**config.mk**
```make
export PLATFORM = sky130hd
export DESIGN_NAME = irq_cause_hub
export DESIGN_NICKNAME = d
export VERILOG_FILES = /design/src/rtl/irq_cause_pkg.sv /design/src/rtl/irq_host_port.sv /design/src/rtl/irq_cause_store.sv /design/src/rtl/irq_summary.sv /design/src/rtl/irq_cause_hub.sv
export SDC_FILE = /design/constraint.sdc
export NUM_CORES = 1
export LEC_CHECK = 0
export ABC_AREA = 0
export BUFFER_PORTS_ARGS = -buffer_cell sky130_fd_sc_hd__clkbuf_2
export CAP_MARGIN = 15
export CORE_UTILIZATION = 53
export DETAILED_ROUTE_END_ITERATION = 8
export PLACE_DENSITY_LB_ADDON = 0.25
export SETUP_SLACK_MARGIN = 0.4
export SLEW_MARGIN = 20
export SYNTH_ARGS = -nofsm -noshare
export SYNTH_HDL_FRONTEND = slang
export SYNTH_SLANG_ARGS = --single-unit
export TNS_END_PERCENT = 100
```
**constraint.sdc**
```tcl
create_clock -name clk -period 3.4 [get_ports clk]
set_input_delay 0.34 -clock clk [delete_from_list [all_inputs] [get_ports clk]]
set_output_delay 0.34 -clock clk [all_outputs]
set_load 0.05 [all_outputs]
```
**src/rtl/irq_cause_pkg.sv**
```systemverilog
package irq_cause_pkg;

    // Word offsets inside each host's register window.
    localparam int OFS_CAUSE = 0;
    localparam int OFS_MASK  = 1;

    // Kind of access a host port is making this cycle.
    typedef enum logic [1:0] {
        ACC_NONE  = 2'd0,
        ACC_CAUSE = 2'd1,
        ACC_MASK  = 2'd2
    } acc_kind_e;

endpackage

```
**src/rtl/irq_host_port.sv**
```systemverilog
module irq_host_port
    import irq_cause_pkg::*;
#(
    parameter int W      = 32,
    parameter int ADDR_W = 2,
    localparam int MW    = W - 3
) (
    input  logic              clk,
    input  logic              rst,
    input  logic              sel,
    input  logic              wr,
    input  logic [ADDR_W-1:0] addr,
    input  logic [W-1:0]      wdata,
    input  logic [W-1:0]      cause_word,
    output logic [W-1:0]      rdata,
    output logic [MW-1:0]     mask_q,
    output logic [MW-1:0]     zero_vec
);

    acc_kind_e kind;
    logic      unused_wbits;

    // Data bits that no register stores.
    assign unused_wbits = ^{wdata[0], wdata[W-1:W-2]};

    always_comb begin
        kind = ACC_NONE;
        if (sel && (addr == ADDR_W'(OFS_CAUSE))) kind = ACC_CAUSE;
        if (sel && (addr == ADDR_W'(OFS_MASK)))  kind = ACC_MASK;
    end

    // Mask register: only the bits that gate a cause bit are stored.
    always_ff @(posedge clk) begin
        if (rst) begin
            mask_q <= '0;
        end else if (wr && (kind == ACC_MASK)) begin
            mask_q <= wdata[W-3:1];
        end
    end

    // Bits this host wrote as zero into the cause register.
    always_comb begin
        zero_vec = '0;
        if (wr && (kind == ACC_CAUSE)) zero_vec = ~wdata[W-3:1];
    end

    always_comb begin
        rdata = '0;
        unique case (kind)
            ACC_CAUSE: rdata = cause_word;
            ACC_MASK:  rdata = {2'b00, mask_q, 1'b0};
            default:   rdata = '0;
        endcase
    end

    // mask changes only on a mask write from this host
    p_mask_hold_r10: assert property (@(posedge clk) disable iff (rst)
        !(wr && (kind == ACC_MASK)) |=> $stable(mask_q));

    // an unselected port never reports a cause write
    p_no_sel_write_r13: assert property (@(posedge clk) disable iff (rst)
        !sel |-> (zero_vec == '0));

endmodule

```
**src/rtl/irq_cause_store.sv**
```systemverilog
module irq_cause_store #(
    parameter int NUM_EVT = 20,
    parameter int CPU_DB  = 5,
    parameter int PCI_DB  = 4,
    localparam int MW     = NUM_EVT + CPU_DB + PCI_DB
) (
    input  logic               clk,
    input  logic               rst,
    input  logic [NUM_EVT-1:0] evt_pulse,
    input  logic [MW-1:0]      cpu_zero,
    input  logic [MW-1:0]      pci_zero,
    output logic [MW-1:0]      cause_q
);

    localparam int CDB_LO = NUM_EVT;
    localparam int CDB_HI = NUM_EVT + CPU_DB - 1;
    localparam int PDB_LO = NUM_EVT + CPU_DB;
    localparam int PDB_HI = MW - 1;

    logic [MW-1:0] cause_d;

    for (genvar i = 0; i < MW; i++) begin : g_bit
        if (i < NUM_EVT) begin : g_evt
            // Event: a pulse sets the bit; a zero from either host clears it.
            assign cause_d[i] = evt_pulse[i] | (cause_q[i] & ~cpu_zero[i] & ~pci_zero[i]);
        end else if (i <= CDB_HI) begin : g_cdb
            // Processor-to-PCI doorbell: processor sets it, PCI clears it.
            assign cause_d[i] = cpu_zero[i] | (cause_q[i] & ~pci_zero[i]);
        end else begin : g_pdb
            // PCI-to-processor doorbell: PCI sets it, processor clears it.
            assign cause_d[i] = pci_zero[i] | (cause_q[i] & ~cpu_zero[i]);
        end
    end

    always_ff @(posedge clk) begin
        if (rst) cause_q <= '0;
        else     cause_q <= cause_d;
    end

    // reset empties the cause bits
    p_reset_clear_r1: assert property (@(posedge clk)
        rst |=> (cause_q == '0));

    // every pulsed event is held on the next cycle
    p_evt_set_r2: assert property (@(posedge clk) disable iff (rst)
        (evt_pulse != '0) |=>
        ((cause_q[NUM_EVT-1:0] & $past(evt_pulse)) == $past(evt_pulse)));

    // without a pulse no event bit rises
    p_no_spurious_r3: assert property (@(posedge clk) disable iff (rst)
        (evt_pulse == '0) |=>
        ((cause_q[NUM_EVT-1:0] & ~$past(cause_q[NUM_EVT-1:0])) == '0));

    // processor doorbells rise only on a processor zero write
    p_cdb_src_r4: assert property (@(posedge clk) disable iff (rst)
        (cpu_zero[CDB_HI:CDB_LO] == '0) |=>
        ((cause_q[CDB_HI:CDB_LO] & ~$past(cause_q[CDB_HI:CDB_LO])) == '0));

    // a PCI zero write alone clears a processor doorbell
    p_cdb_clr_r4: assert property (@(posedge clk) disable iff (rst)
        ((pci_zero[CDB_HI:CDB_LO] != '0) && (cpu_zero[CDB_HI:CDB_LO] == '0)) |=>
        ((cause_q[CDB_HI:CDB_LO] & $past(pci_zero[CDB_HI:CDB_LO])) == '0));

    // PCI doorbells rise only on a PCI zero write
    p_pdb_src_r5: assert property (@(posedge clk) disable iff (rst)
        (pci_zero[PDB_HI:PDB_LO] == '0) |=>
        ((cause_q[PDB_HI:PDB_LO] & ~$past(cause_q[PDB_HI:PDB_LO])) == '0));

    // a pulse beats a clear on the same bit
    p_set_wins_r6: assert property (@(posedge clk) disable iff (rst)
        ((evt_pulse & (cpu_zero[NUM_EVT-1:0] | pci_zero[NUM_EVT-1:0])) != '0) |=>
        ((cause_q[NUM_EVT-1:0] & $past(evt_pulse & (cpu_zero[NUM_EVT-1:0] | pci_zero[NUM_EVT-1:0])))
          == $past(evt_pulse & (cpu_zero[NUM_EVT-1:0] | pci_zero[NUM_EVT-1:0]))));

endmodule

```
**src/rtl/irq_summary.sv**
```systemverilog
module irq_summary #(
    parameter int NUM_EVT = 20,
    parameter int CPU_DB  = 5,
    parameter int PCI_DB  = 4,
    localparam int MW     = NUM_EVT + CPU_DB + PCI_DB
) (
    input  logic          clk,
    input  logic          rst,
    input  logic [MW-1:0] cause_q,
    input  logic [MW-1:0] cpu_mask,
    input  logic [MW-1:0] pci_mask,
    output logic          glob_sum,
    output logic          cpu_irq,
    output logic          pci_irq
);

    // Which cause bits each host's interrupt may see.
    localparam logic [MW-1:0] CPU_SCOPE =
        {{PCI_DB{1'b1}}, {CPU_DB{1'b0}}, {NUM_EVT{1'b1}}};
    localparam logic [MW-1:0] PCI_SCOPE =
        {{PCI_DB{1'b0}}, {CPU_DB{1'b1}}, {NUM_EVT{1'b1}}};

    assign glob_sum = |cause_q;
    assign cpu_irq  = |(cause_q & cpu_mask & CPU_SCOPE);
    assign pci_irq  = |(cause_q & pci_mask & PCI_SCOPE);

    // any masked interrupt implies the unmasked summary
    p_glob_cover_r7: assert property (@(posedge clk) disable iff (rst)
        (cpu_irq || pci_irq) |-> glob_sum);

    // a fully masked processor side stays quiet
    p_cpu_masked_r8: assert property (@(posedge clk) disable iff (rst)
        (cpu_mask == '0) |-> !cpu_irq);

    // a fully masked PCI side stays quiet
    p_pci_masked_r9: assert property (@(posedge clk) disable iff (rst)
        (pci_mask == '0) |-> !pci_irq);

endmodule

```
**src/rtl/irq_cause_hub.sv**
```systemverilog
module irq_cause_hub #(
    parameter int NUM_EVT = 20,
    parameter int CPU_DB  = 5,
    parameter int PCI_DB  = 4,
    parameter int ADDR_W  = 2,
    localparam int MW     = NUM_EVT + CPU_DB + PCI_DB,
    localparam int W      = MW + 3
) (
    input  logic               clk,
    input  logic               rst,
    input  logic               cpu_sel,
    input  logic               cpu_wr,
    input  logic [ADDR_W-1:0]  cpu_addr,
    input  logic [W-1:0]       cpu_wdata,
    output logic [W-1:0]       cpu_rdata,
    input  logic               pci_sel,
    input  logic               pci_wr,
    input  logic [ADDR_W-1:0]  pci_addr,
    input  logic [W-1:0]       pci_wdata,
    output logic [W-1:0]       pci_rdata,
    input  logic [NUM_EVT-1:0] evt_pulse,
    output logic               cpu_irq,
    output logic               pci_irq
);

    logic [MW-1:0] cause_q;
    logic [MW-1:0] cpu_mask, pci_mask;
    logic [MW-1:0] cpu_zero, pci_zero;
    logic [W-1:0]  cause_word;
    logic          glob_sum;

    assign cause_word = {pci_irq, cpu_irq, cause_q, glob_sum};

    irq_host_port #(.W(W), .ADDR_W(ADDR_W)) u_cpu_port (
        .clk        (clk),
        .rst        (rst),
        .sel        (cpu_sel),
        .wr         (cpu_wr),
        .addr       (cpu_addr),
        .wdata      (cpu_wdata),
        .cause_word (cause_word),
        .rdata      (cpu_rdata),
        .mask_q     (cpu_mask),
        .zero_vec   (cpu_zero)
    );

    irq_host_port #(.W(W), .ADDR_W(ADDR_W)) u_pci_port (
        .clk        (clk),
        .rst        (rst),
        .sel        (pci_sel),
        .wr         (pci_wr),
        .addr       (pci_addr),
        .wdata      (pci_wdata),
        .cause_word (cause_word),
        .rdata      (pci_rdata),
        .mask_q     (pci_mask),
        .zero_vec   (pci_zero)
    );

    irq_cause_store #(.NUM_EVT(NUM_EVT), .CPU_DB(CPU_DB), .PCI_DB(PCI_DB)) u_store (
        .clk       (clk),
        .rst       (rst),
        .evt_pulse (evt_pulse),
        .cpu_zero  (cpu_zero),
        .pci_zero  (pci_zero),
        .cause_q   (cause_q)
    );

    irq_summary #(.NUM_EVT(NUM_EVT), .CPU_DB(CPU_DB), .PCI_DB(PCI_DB)) u_sum (
        .clk      (clk),
        .rst      (rst),
        .cause_q  (cause_q),
        .cpu_mask (cpu_mask),
        .pci_mask (pci_mask),
        .glob_sum (glob_sum),
        .cpu_irq  (cpu_irq),
        .pci_irq  (pci_irq)
    );

    // both outputs are low right after reset
    p_reset_quiet_r1: assert property (@(posedge clk)
        rst |=> (!cpu_irq && !pci_irq));

    // the computed top bits never both appear without cause bits
    p_top_bits_r11: assert property (@(posedge clk) disable iff (rst)
        (cause_q == '0) |-> (!cpu_irq && !pci_irq && !glob_sum));

endmodule

```
==> results of run 1 <==
synth_stat cells, drive strengths merged (5+ instances only):
cell type	number
nand2	123
a21oi	89
dfxtp	87
a22o	60
buf	27
inv	21
o221ai	20
a22oi	19
clkbuf	13
o21ai	9
or2	9
nor2	7
nor4	7
nand4	5
through the flow:
step	power [mW]	instance area (um^2)	worst slack [ns]
3_3_place_gp	1.42	4880	1.02
3_5_place_dp	1.42	4880	1.01
5_1_grt	2.21	5080	0.669
6_report	2.15	5080	0.733
2_1_floorplan	1.30	4100	1.46
4_1_cts	2.14	5080	0.822
final cells by class:
cell class | count | area (um^2)
inverters | 21 | 78.8
multi-input cells | 362 | 2080
fillers | 635 | 2290
well taps | 99 | 124
clock buffers | 12 | 155
clock inverters | 3 | 42.5
flip-flops and latches | 87 | 1740
repair buffers | 165 | 856
cell usage in the layout, fill, tap and decap left out:
cell and count:
clkinv_2 1, nor3b_4 2, nand2_1 123, clkbuf_2 153, a221oi_1 2, o221ai_1 20
nand3_1 1, o21ai_1 9, a222oi_1 1, nor4_1 7, buf_4 12, clkbuf_1 1
or3b_2 2, nor2_1 7, nand4_1 5, a22oi_1 19, a21oi_1 89, clkinvlp_4 1
dfxtp_1 87, inv_1 21, and2_1 2, and3_1 1, clkbuf_8 11, and3b_1 2
or2_0 9, a22o_1 60, nor3_1 1, bufinv_16 1
critical path, stage by stage (launching register included):
cell and delay, ns:
dfxtp_1 0.38, a22oi_1 0.33, nand4_1 0.15, nor4_1 0.71, nor2_1 0.12, clkbuf_2 0.27
layer usage:
metal / global-route usage / vias up / part of all wire / wire length (um)
li1: - / 2114 / - / -
met1: 0.447 / 2129 / 0.40 / 5590
met2: 0.531 / 309 / 0.47 / 6500
met3: 0.0829 / 35 / 0.11 / 1520
met4: 0.153 / 0 / 0.026 / 357
met5: 0 / - / 0 / 0
sequential cells by signal, indices dropped and copies added (netlist names):
signal / cells
u_pci_port.mask_q: 29
u_store.cause_q: 29
u_cpu_port.mask_q: 29
cells by family after synthesis:
kind of cell	synth area share
AO/OA/AOI/OAI	0.332
buffers and inverters	0.0708
AND/OR/NAND/NOR	0.173
flip-flops	0.425
power breakdown:
| group | internal (mW) | switching, mW |
|---|---|---|
| Sequential | 1.05 | 0.0498 |
| Clock | 0.375 | 0.365 |
| Combinational | 0.104 | 0.203 |
| Total | 1.53 | 0.618 |
how the worst min path moves through the flow:
stage / from / end / slack [ns] / depth (start not counted)
floorplan: u_cpu_port.mask_q[20]$_SDFFE_PP0P_ / u_cpu_port.mask_q[20]$_SDFFE_PP0P_ / 0.44 / 2
global placement: u_cpu_port.mask_q[20]$_SDFFE_PP0P_ / u_cpu_port.mask_q[20]$_SDFFE_PP0P_ / 0.44 / 2
detailed placement: u_cpu_port.mask_q[21]$_SDFFE_PP0P_ / u_cpu_port.mask_q[21]$_SDFFE_PP0P_ / 0.45 / 2
CTS: evt_pulse[7] / u_store.cause_q[7]$_SDFF_PP0_ / 0.18 / 3
global route: evt_pulse[11] / u_store.cause_q[11]$_SDFF_PP0_ / 0.18 / 3
finish: evt_pulse[11] / u_store.cause_q[11]$_SDFF_PP0_ / 0.18 / 3
==> results.ini, run 1 <==
[drt]
num_vias=4587
first_pass_iters=5
wl_per_cell_um=18.6
drc=0
routed_wl_um=14000
drt_iter0_drc=403
vias_per_cell=6.12
postRouteAntennaNets=0

[worst_setup_path]
rrSetupSlack_ns=2.48
required_ns=3.06
start_kind=flop
cp-startpoint=u_store.cause_q[14]$_SDFF_PP0_
crit_type=reg -> out
timing.rr.end=u_store.cause_q[5]$_SDFF_PP0_
r2r_start=u_store.cause_q[5]$_SDFF_PP0_
cp.arrival_ns=2.33
r2r_cells=2
cp_max_fo=6
endpoint_kind=output pin
critPathCapture=cpu_rdata[30]

[clock_tree]
cts_buffers=9
cts_max_level=3
post-cts-setup-buffers=0
clk_latency_ns=0.36
cts-root-buf=clkbuf_8
clk_pin_slew_worst_paths_ns=0.09
cts.sinks=87
cts_buffer_depth=2
cts_tree=built
post_cts_resize_count=0
cts_hold_buf=0

[timing]
slew_headroom=0.226
fin_crit_ns=2.67
setup_violations=0
hold_ws_ns=0.183
hold_violations=0
worst_pin_slew_ns=1.16
finClkSkew_ns=0
rsz0062_at_grt=no
slew_violations=0
fin_setup_tns_ns=0
max_freq_ghz=0.375
period_share=0.784

[floorplanning]
ioPinCount=160
die_x_um=90.0
fp.dieArea_um2=8090
start_util=0.557
num_rows=31
die_height_um=90.0
design.core.area_um2=7370

[finish]
fin_util=0.689
stdcell_count=749
antenna_cells=0
drive_gt1_frac=0.282
fin_nets=740
syn2layout_area_growth_pct=23.9

[place]
dp_hpwl_um=9830
place_congestion=0.853
numPortBuffers=153
place_inst=734

[synthesis]
syn_nets=604
ys_types=25
synth-seq-area-share=0.425
yosysWarningCount=0
async_flop_share=0
netlist_area_um2=4100
ys_seq_elements=87
synthCells=510
syn_avg_cell_area_um2=8.04
synth_top_area_cell=dfxtp_1
synth.top_cell.area_share=0.425
synth_flop_cell=dfxtp_1
synthTopCellsByArea=dfxtp_1 (42%), a22o_1 (13%), nand2_1 (11%)
synth_edf_count=0

[flow_run]
cap_violations=0

[global_routing]
grt_pass1_wl_um=21500
antenna_found_initial=0
grt_pass1_vias=4209
overflow=0
track_usage=0.340
grt_max_degree=43

[worst_hold_path]
hp-class=in -> reg

[pwr]
ir_worst_vdd_mv=0.273
power_density_nw_per_um2=423
p_leak_nw=2.17

[status]
status=finished, final reports clean

(Power assumes the default switching activity.)
==> run 2, diff against run 1 <==
Settings changed: CORE_UTILIZATION 53 to 49.
Clock period 3.4 ns to 2.6 ns, I/O delays scaled along.
==> run 2 against run 1 <==
Combinational power grew 32%. Power is 27% higher. Highest routed layer unchanged. Worst hold slack got worse by 0.074 ns.
==> results.ini, run 2 (synthesis results as in run 1) <==
[worst_setup_path]
crit_type=reg -> out
crit_slowest_cell=dfxtp_1
cp.arrival_ns=1.94  ; -0.39 ns
critical_path.cell_chain=a22o_1 -> a221oi_1 -> and3_2 -> a21oi_1 -> clkbuf_2
cpPeakStageDelay_ns=0.41  ; -0.30 ns
required_ns=2.34  ; -0.72 ns
critical_path.top_delay_family=compound AO/OA/AOI/OAI gates
endpoint_kind=output pin
cp_max_fo=6  ; unchanged
start_kind=flop
critPathBufInv=1  ; unchanged

[timing]
fin_setup_tns_ns=0  ; unchanged
slew_violations=0  ; unchanged
slew_headroom=0.620  ; +0.394
period_share=0.844
max_freq_ghz=0.455
rsz0062_at_grt=yes
fin_crit_ns=2.20
finClkSkew_ns=0  ; unchanged
setup_violations=0  ; unchanged
hold_violations=0  ; unchanged
worst_pin_slew_ns=0.571  ; -0.588 ns

[pwr]
ir_worst_vdd_mv=0.375  ; +37%
p_leak_nw=2.19  ; +0.89%
power_density_nw_per_um2=532  ; +26%

[drt]
drt_iter0_drc=413  ; +2.5%
postRouteAntennaNets=0  ; unchanged
routed_wl_um=13700  ; -1.6%
num_vias=4577  ; -0.22%
first_pass_iters=6  ; +1
wl_per_cell_um=18.1  ; -3.0%
vias_per_cell=6.02  ; -1.7%
drc=0  ; unchanged

[finish]
fin_nets=744  ; +0.54%
antenna_cells=0  ; unchanged
fin_area_um2=5120  ; +0.74%
reg_top3=u_cpu_port.mask_q (29), u_pci_port.mask_q (29), u_store.cause_q (29)
syn2layout_area_growth_pct=24.8
drive_gt1_frac=0.290  ; +0.00854
mostFrequentLayoutCells=clkbuf_2 (152), nand2_1 (123), a21oi_1 (89), dfxtp_1 (87), a22o_1 (60)
num-fill-cells=787  ; +24%
final_common_cell=clkbuf_2

[clock_tree]
cts-root-buf=clkbuf_8
cts_buffers=9  ; unchanged
clk_latency_ns=0.36  ; about the same
cts_tree=built
cts_buffer_depth=2  ; unchanged
clk_pin_slew_worst_paths_ns=0.09  ; about the same
cts.sinks=87  ; unchanged
cts_max_level=3  ; unchanged
post-cts-setup-buffers=0  ; unchanged

[floorplanning]
design.core.area_um2=8180  ; +11%
num_rows=33  ; +6.5%
fp.dieArea_um2=8740  ; +8.0%
die_x_um=93.5  ; +3.9%
ioPinCount=160  ; unchanged
die_height_um=93.5  ; +3.9%
start_util=0.502  ; -0.0549

[status]
status=finished, final reports clean

[flow_run]
cap_violations=0  ; unchanged

[global_routing]
grt_pass1_vias=4156  ; -1.3%
antenna_found_initial=0  ; unchanged
overflow=0  ; unchanged
grt_max_degree=40  ; -7.0%
track_usage=0.320  ; -0.0199
grt_pass1_wl_um=21300  ; -0.96%

[place]
place_congestion=0.889  ; +4.2%
placed_area_um2=4920  ; +0.77%
numPortBuffers=153  ; unchanged
dp_hpwl_um=9880  ; +0.48%

[worst_hold_path]
hp-class=in -> reg

[run 2: cell types whose count changed in the layout (fill, tap and decap cells not counted), sizes merged]
cell	previous run	this run
buf	12	17
bufinv	1	0
clkinv	1	2
[run 2: path summary, 6_finish.rpt]
path / from / to / slack [ns] / cells after the start
max: u_store.cause_q[12]$_SDFF_PP0_ / cpu_rdata[31] / 0.40 / 5
min: evt_pulse[13] / u_store.cause_q[13]$_SDFF_PP0_ / 0.11 / 3
max reg2reg: u_store.cause_q[2]$_SDFF_PP0_ / u_store.cause_q[2]$_SDFF_PP0_ / 1.66 / 2
min reg2reg: u_cpu_port.mask_q[23]$_SDFFE_PP0P_ / u_cpu_port.mask_q[23]$_SDFFE_PP0P_ / 0.46 / 2
[run 2: layout make-up]
class / instances / area, um^2 / area share
Multi-Input combinational cell: 362 / 2100 / 0.411
Clock inverter: 3 / 17.5 / 0.00342
Sequential cell: 87 / 1740 / 0.340
Timing Repair Buffer: 169 / 886 / 0.173
Tap cell: 105 / 131 / 0.0257
Clock buffer: 13 / 159 / 0.0311
Inverter: 21 / 78.8 / 0.0154
[run 2: through the flow]
stage / cells / hold WS (ns) / total power [mW] / setup slack (ns) / utilization
floorplan: 510 / 0.389 / 1.69 / 0.786 / -
global placement: 744 / 0.442 / 1.86 / 0.613 / 0.602
finish: 760 / 0.109 / 2.72 / 0.404 / 0.626
detailed placement: 744 / 0.452 / 1.87 / 0.598 / 0.602
global route: 760 / 0.118 / 2.82 / 0.392 / 0.626
CTS: 760 / 0.105 / 2.72 / 0.405 / 0.625
[run 2: power by group]
group / internal [mW] / switching [mW]
clock: 0.398 / 0.474
combinational: 0.141 / 0.263
sequential: 1.38 / 0.0672
total: 1.92 / 0.805
[run 2: repair_timing]
item / 4_1_cts / 5_1_grt
cloned: 0 / 0
gates resized for setup: 2 / 3
endpoints found under the setup margin: 3 / 6
hold buffers: 0 / 0
[run 2: worst register-to-register path: stages (launching register included)]
cell and delay, ns:
dfxtp_1 0.54, o221ai_1 0.18, a21oi_1 0.16
[run 2: layer usage]
metal | vias up | global-route usage | part of all wire
li1 | 2120 | - | -
met1 | 2145 | 0.430 | 0.41
met2 | 282 | 0.512 | 0.46
met3 | 30 | 0.0512 | 0.097
met4 | 0 | 0.131 | 0.028
met5 | - | 0 | 0
